File: config.mk
export PLATFORM = sky130hd
export DESIGN_NAME = stw_reg
export DESIGN_NICKNAME = d
export VERILOG_FILES = /design/src/rtl/stw_reg.sv
export SDC_FILE = /design/constraint.sdc
export NUM_CORES = 1
export LEC_CHECK = 0
export ABC_CLOCK_PERIOD_IN_PS = 1900
export BUFFER_PORTS_ARGS = -buffer_cell sky130_fd_sc_hd__buf_2
export CAP_MARGIN = 0
export CORE_MARGIN = 2
export CORE_UTILIZATION = 40
export DETAILED_ROUTE_END_ITERATION = 10
export GPL_TIMING_DRIVEN = 0
export HOLD_SLACK_MARGIN = 0.08
export PLACE_DENSITY = 0.7
export SLEW_MARGIN = 20
export SYNTH_ARGS = -nofsm -noshare
export SYNTH_HDL_FRONTEND = slang
export SYNTH_SLANG_ARGS = --single-unit
File: constraint.sdc
create_clock -name clk -period 1.9 [get_ports clk]
set_clock_uncertainty 0.05 [all_clocks]
set_input_delay 0.285 -clock clk [delete_from_list [all_inputs] [get_ports clk]]
set_output_delay 0.285 -clock clk [all_outputs]
set_load 0.01 [all_outputs]
File: src/rtl/stw_reg.sv
module stw_reg #(
  parameter int W  = 16,
  parameter int NF = 5,
  parameter int MW = 3
) (
  input  logic            clk,
  input  logic            rst,
  input  logic            cf_valid,
  input  logic [NF*MW-1:0] cf_mode,
  input  logic [NF-1:0]   cf_opa,
  input  logic [NF-1:0]   cf_opb,
  input  logic            wr_valid,
  input  logic [1:0]      wr_size,
  input  logic            wr_byte_sel,
  input  logic [W-1:0]    wr_data,
  input  logic [W-1:0]    wr_mask,
  output logic [W-1:0]    stw
);
  localparam int BW = W / 2;
  localparam logic [MW-1:0] M_KEEP = 0, M_CLR = 1, M_NOR = 2, M_AND = 3,
                            M_OR = 4, M_XOR = 5, M_CPY = 6, M_INV = 7;

  logic [W-1:0]  q;
  logic [NF-1:0] flg_nx;
  logic [W-1:0]  wr_nx;

  for (genvar i = 0; i < NF; i++) begin : g_flag
    logic [MW-1:0] md;
    logic a, b;
    assign md = cf_mode[i*MW +: MW];
    assign a  = cf_opa[i];
    assign b  = cf_opb[i];
    always_comb begin
      case (md)
        M_KEEP:  flg_nx[i] = q[i];
        M_CLR:   flg_nx[i] = 1'b0;
        M_NOR:   flg_nx[i] = ~(a | b);
        M_AND:   flg_nx[i] = a & b;
        M_OR:    flg_nx[i] = a | b;
        M_XOR:   flg_nx[i] = a ^ b;
        M_CPY:   flg_nx[i] = a;
        M_INV:   flg_nx[i] = ~a;
        default: flg_nx[i] = q[i];
      endcase
    end
  end

  always_comb begin
    case (wr_size)
      2'd0:    wr_nx = wr_data;
      2'd1:    wr_nx = wr_byte_sel ? {wr_data[BW-1:0], {BW{1'b0}}}
                                   : {{BW{1'b0}}, wr_data[BW-1:0]};
      2'd2:    wr_nx = (q & ~wr_mask) | (wr_data & wr_mask);
      default: wr_nx = q;
    endcase
  end

  always_ff @(posedge clk) begin
    if (rst)           q <= '0;
    else if (wr_valid) q <= wr_nx;
    else if (cf_valid) q[NF-1:0] <= flg_nx;
  end

  assign stw = q;
endmodule

==> results.toml, run 1 <==
[die]
ios = 80
die_h_um = 67.03
dieArea_mm2 = 0.004493
chipWidth_um = 67.03
initial_core_util_pct = 42.45
fp.coreArea_mm2 = 0.003744
rows = 22

[logic_synthesis]
synth_top_cell_by_area = "dfxtp_1"
syn_inst = 207
synth_area_leaders = "dfxtp_1, ha_1, o21ai_0"
yosysWarnings = 0
ys_top_cells_by_count = "o21ai_0, dfxtp_1, inv_1"
yosysTopAreaCellShare_pct = 20.16
synth_nets = 285
synth_edf_count = 0
synth_area_mm2 = 0.001589
async_reset_ff_share_pct = 0
ys_seq_area_share_pct = 20.16
avgSynthCellArea_um2 = 7.676
ys_types = 37
synth_ff_type = "dfxtp_1"
synth.most_common_cell = "o21ai_0"
ys_seq_elements = 16

[drt]
routed_wl_mm = 4.345
drt_first_pass_iters = 5
viasPerCell = 5.379
vias = 1818
drc = 0
wl_per_cell_um = 12.86
ant_nets = 0
drtIter0Drc = 128

[cells_and_area]
drive_above_1_share_pct = 35.17
antennaDiodeCount = 0
seq_area_um2 = 320.3
final_cells = 338
syn_to_final_growth_pct = 32.20
final_nets = 369
largest_reg_flops = 16
multi_input_area_mm2 = 0.001155
fillers = 396

[critical_path]
end_kind = "flop"
r2r_slack_ns = 0.82
rr_worst_depth = 4
crit_arrival_ns = 1.76
path_max_fanout = 9
r2r-start = "stw[0]"
r2r-end = "stw[0]"
cp.required_ns = 1.97
critPathKind = "primary input to flop"
cp-start-kind = "primary input"

[clock_tree]
clk_pin_slew_ns = 0.07
clock_path_buffers = 2
insertion_delay_ns = 0.25
htreeDepth = 1
cts_root_buffer = "clkbuf_8"
cts_tree = "built"
postCtsSetupBuffers = 0
cts_resized = 0
hold_buffers = 0
cts_buffers = 3
clock-sinks = 16

[global_route]
grt_max_degree = 11
grt_pass1_wl_mm = 7.217
grt_pass1_vias = 1711
antenna_found_initial = 0
overflow = 0
grt_usage_pct = 20.60

[placement]
io_buffers = 79
hpwlAfterDp_mm = 3.417
gp_congestion = 0.7789
dp_cells = 334

[pwr]
irDropWorstVdd_mv = 0.2378
total_power_mw = 1.062
p_leak_nw = 1.041
p_per_area_mw_per_mm2 = 505.4

[timing]
setup_viol = 0
min_period_ns = 1.683
hold_violations = 0
rsz0062_at_grt = "false"
max-slew-margin-rel_pct = 64.00
finalMaxSlewViolations = 0
worst_slew_pin_slew_ns = 0.5264
fmax_mhz = 594.1
period_share_pct = 88.59

[min_path]
min_path_type = "primary input to flop"
worstHoldPathCells = 2
hold_end = "stw[9]"
hp-start = "rst"

[flow_run]
maxCapViolCount = 0

[status]
status = "completed"
per-stage QoR:
stage / util (%) / hold slack (ns) / worst slack (ns) / area [µm²] / TNS (ns)
after global placement: 54.61 / 0.4237 / -0.09413 / 2044 / -0.6941
after CTS: 56.08 / 0.2637 / 0.1488 / 2100 / 0
after global routing: 56.12 / 0.2781 / 0.09016 / 2101 / 0
final: 56.12 / 0.2650 / 0.2167 / 2101 / 0
after floorplan: - / 0.3074 / 0.2346 / 1589 / 0
after detailed placement: 54.61 / 0.4389 / -0.1279 / 2044 / -0.9460
critical path: stages:
cell	delay, ns
buf_2	0.10
inv_1	0.06
ha_1	0.39
and3_1	0.22
clkbuf_1	0.21
a22o_1	0.28
a22oi_1	0.15
nor2_1	0.06
worst max path at each step:
stage / from / endpoint / slack (ns) / cells after the start
floorplan: wr_size[0] / stw[1] / 0.23 / 7
global placement: wr_size[0] / stw[8] / -0.09 / 8
detailed placement: wr_size[0] / stw[8] / -0.13 / 8
CTS: wr_size[0] / stw[8] / 0.15 / 8
global route: wr_size[0] / stw[15] / 0.09 / 8
finish: wr_size[0] / stw[10] / 0.22 / 8
layout make-up:
| type | instances | area share (%) |
|---|---|---|
| clock buffers | 4 | 2.621 |
| flip-flops and latches | 16 | 15.25 |
| well taps | 48 | 2.859 |
| plain buffers | 11 | 2.621 |
| inverters | 16 | 2.859 |
| repair buffers | 79 | 18.82 |
| multi-input cells | 164 | 54.97 |
routing by layer:
layer	part of all wire (%)	wire length [µm]	track usage, %	vias up
met2	45	1954	36.51	61
li1	-	-	-	934
met1	46	2004	25.25	818
met5	0	0	0	-
met4	0.85	37	5.102	0
met3	8.0	348	3.885	5
layout by cell type (no fill, tap or decap), types with 3 or more instances in the layout:
master,Yosys,layout
a21oi_1,6,6
nor3_1,3,3
o21ai_0,25,25
o22ai_1,3,3
nor4_1,5,5
inv_1,16,16
nand2_1,13,13
o31ai_1,3,3
nand2b_1,6,6
clkbuf_1,6,5
nor3b_1,3,3
a31oi_1,6,6
a32oi_1,3,3
nor2b_1,10,10
clkbuf_8,0,4
a2111oi_0,3,3
a21bo_2,8,8
ha_1,14,14
xnor2_1,3,3
nand3_1,5,5
nor2_1,11,11
a22oi_1,8,8
buf_2,4,83
dfxtp_1,16,16
a22o_1,11,11
where the power goes:
part / switching (mW) / total (mW) / leakage, nW / internal (mW)
clock: 0.128 / 0.312 / 0.0288 / 0.184
sequential: 0.0129 / 0.371 / 0.131 / 0.358
combinational: 0.192 / 0.379 / 0.881 / 0.187
cells by family (layout without fill, tap and decap cells):
kind of cell | count (synthesis) | count (layout) | share of synthesized area, %
AO/OA/AOI/OAI | 83 | 83 | 37.56
XOR/XNOR | 3 | 3 | 1.654
adder cells (fa/ha/maj) | 14 | 14 | 11.02
buffers and inverters | 27 | 110 | 7.165
flip-flops | 16 | 16 | 20.16
multiplexers | 1 | 1 | 0.7086
AND/OR/NAND/NOR | 63 | 63 | 21.73
No activity file was read; power rests on OpenSTA's default activity.
==> run 2, diff against run 1 <==
--- a/config.mk
+++ b/config.mk
@@ -5,6 +5,7 @@
 export SDC_FILE = /design/constraint.sdc
 export NUM_CORES = 1
 export LEC_CHECK = 0
+export ABC_AREA = 1
 export ABC_CLOCK_PERIOD_IN_PS = 1900
 export BUFFER_PORTS_ARGS = -buffer_cell sky130_fd_sc_hd__buf_2
 export CAP_MARGIN = 0
@@ -13,7 +14,7 @@
 export DETAILED_ROUTE_END_ITERATION = 10
 export GPL_TIMING_DRIVEN = 0
 export HOLD_SLACK_MARGIN = 0.08
-export PLACE_DENSITY = 0.7
+export PLACE_DENSITY = 0.68
 export SLEW_MARGIN = 20
 export SYNTH_ARGS = -nofsm -noshare
 export SYNTH_HDL_FRONTEND = slang
==> run 2 against run 1 <==
- global-route usage decreased by 2.0 points
- non-clock buffer count is 2 lower
- synthesized area rose by 12%
- sequential cell count unchanged
- utilization fell by 3.7 points
- total power down 3.4%
- setup slack better by 0.14 ns
- critical path depth grew 1
- sequential power is essentially flat
- die area rose by 11%
- routed wire length is 3.6% higher
==> results.toml, run 2 <==
[timing]
hold_ws_ns = 0.2725
worst_slew_pin_slew_ns = 0.4340
hold_violations = 0
rsz0062_at_grt = "false"
fmax_mhz = 646.6
max-slew-margin-rel_pct = 71.07
setup_viol = 0
min_period_ns = 1.547
finalMaxSlewViolations = 0
period_share_pct = 81.40
finalSetupTns_ns = 0
fin_ws_ns = 0.3535

[logic_synthesis]
yosysTopAreaCellShare_pct = 23.24
synth_area_leaders = "nand2_1, dfxtp_1, inv_1"
ys_seq_elements = 16
synth.most_common_cell = "nand2_1"
avgSynthCellArea_um2 = 5.622
synth_top_cell_by_area = "nand2_1"
synth_ff_type = "dfxtp_1"
synth_area_mm2 = 0.001777
async_reset_ff_share_pct = 0
syn_inst = 316
synth_edf_count = 0
ys_types = 21
ys_top_cells_by_count = "nand2_1, inv_1, nand3_1"
synth_nets = 394
ys_seq_area_share_pct = 18.03
yosysWarnings = 0

[clock_tree]
clock-sinks = 16
htreeDepth = 1
postCtsSetupBuffers = 0
clock_path_buffers = 2
hold_buffers = 0
cts_resized = 0
insertion_delay_ns = 0.25
cts_buffers = 3
cts_tree = "built"
cts_root_buffer = "clkbuf_8"
clk_pin_slew_ns = 0.06

[min_path]
min_path_type = "primary input to flop"
worstHoldPathCells = 3
hold_end = "stw[6]"
hp-start = "wr_data[6]"

[cells_and_area]
antennaDiodeCount = 0
final_nets = 476
mostFrequentLayoutCell = "nand2_1"
largest_reg_flops = 16
mostFrequentLayoutCells = "nand2_1, buf_2, inv_1"
drive_above_1_share_pct = 24.24
syn_to_final_growth_pct = 27.68

[placement]
dpl_worst_slack_ns = 0.09389
hpwlAfterDp_mm = 3.790
io_buffers = 77
gp_congestion = 0.8362

[drt]
met2_length_mm = 2.090
wl_per_cell_um = 10.05
drtIter0Drc = 78
vias = 2118
ant_nets = 0
dr_wl_met3_um = 284
viasPerCell = 4.728
top_layer = "met4"
wl_met1_mm = 2.067
drt_first_pass_iters = 4
drc = 0
routed_wl_mm = 4.501

[critical_path]
critPathKind = "primary input to flop"
crit_path_start = "wr_size[0]"
r2r_slack_ns = 0.91
crit_arrival_ns = 1.63
cp-start-kind = "primary input"
path_buf_inv = 4
r2r-end = "stw[0]"
slowest_stage = "clkbuf_1"
cp_cell_sequence = "buf_2 -> inv_1 -> ha_1 -> buf_4 -> nand2_1 -> clkbuf_1 -> o21ai_0 -> nand2_1 -> a21oi_1"
path_max_fanout = 10
r2r-start = "stw[0]"
critPathTopFamily = "buffers and inverters"
cp_slowest_stage_delay_ns = 0.36
end_kind = "flop"
cp.required_ns = 1.98
rr_worst_depth = 8
critPathMostFrequentCell = "nand2_1"

[pwr]
swShare_pct = 34.74
p_leak_nw = 1.356
irDropWorstVdd_mv = 0.3113
p_per_area_mw_per_mm2 = 452.4
seq_power_share_pct = 36.1
combPwrFrac_pct = 38.7
p_int_mw = 0.6697
p_sw_mw = 0.3565
p_clk_share_pct = 25.2

[die]
chipWidth_um = 70.65
dieArea_mm2 = 0.004991
fp.coreArea_mm2 = 0.004324
ios = 80
initial_core_util_pct = 41.09
rows = 24
die_h_um = 70.65

[flow_run]
maxCapViolCount = 0

[global_route]
grt_usage_pct = 18.64
grt_pass1_vias = 1840
overflow = 0
grt_max_degree = 11
antenna_found_initial = 0
grt_pass1_wl_mm = 7.755

[status]
status = "completed"
run 2: area by class of cell:
type | instances | area (µm²)
Fill cell | 492 | 2056
Tap cell | 52 | 65.06
Buffer | 11 | 95.09
Inverter | 61 | 229.0
Sequential cell | 16 | 320.3
Timing Repair Buffer | 77 | 385.4
Clock buffer | 3 | 41.29
Multi-Input combinational cell | 228 | 1132
run 2: cells by family (layout without fill, tap and decap cells):
| kind of cell | after synthesis | count (layout) | synth area share, % |
|---|---|---|---|
| AND/OR/NAND/NOR | 166 | 166 | 39.79 |
| buffers and inverters | 72 | 152 | 18.24 |
| AO/OA/AOI/OAI | 48 | 48 | 14.08 |
| flip-flops | 16 | 16 | 18.03 |
| adder cells (fa/ha/maj) | 14 | 14 | 9.859 |
run 2: how the worst max path moves through the flow:
stage	to	slack [ns]	cells after the start
4_1_cts	stw[15]	0.36	9
6_report	stw[15]	0.35	9
5_1_grt	stw[11]	0.21	9
2_1_floorplan	stw[10]	0.47	8
3_3_place_gp	stw[15]	0.14	9
3_5_place_dp	stw[15]	0.09	9
run 2: metrics by stage:
step           instance area, µm²  instances  util, %  total power, mW
2_1_floorplan                1777        316        -           0.6238
3_3_place_gp                 2227        445    51.50           0.7708
3_5_place_dp                 2227        445    51.50           0.7766
4_1_cts                      2268        448    52.46            1.039
5_1_grt                      2268        448    52.46            1.116
6_report                     2268        448    52.46            1.026
run 2: power groups by stage:
stage                     Sequential [mW]  Combinational [mW]  Clock [mW]
after detailed placement            0.378               0.399           0
final                               0.370               0.397       0.259
after global routing                0.374               0.459       0.284
after floorplan                     0.387               0.236           0
after global placement              0.377               0.394           0
after CTS                           0.370               0.401       0.269
run 2: tightest hold or removal path, cell delays in order:
cell and delay, ns:
buf_2 0.11, nand3_1 0.08, a21oi_1 0.05
run 2: layer usage:
layer	track usage (%)	up-vias
li1	-	1137
met1	25.00	912
met2	31.66	62
met3	2.849	7
met4	4.403	0
met5	0	-
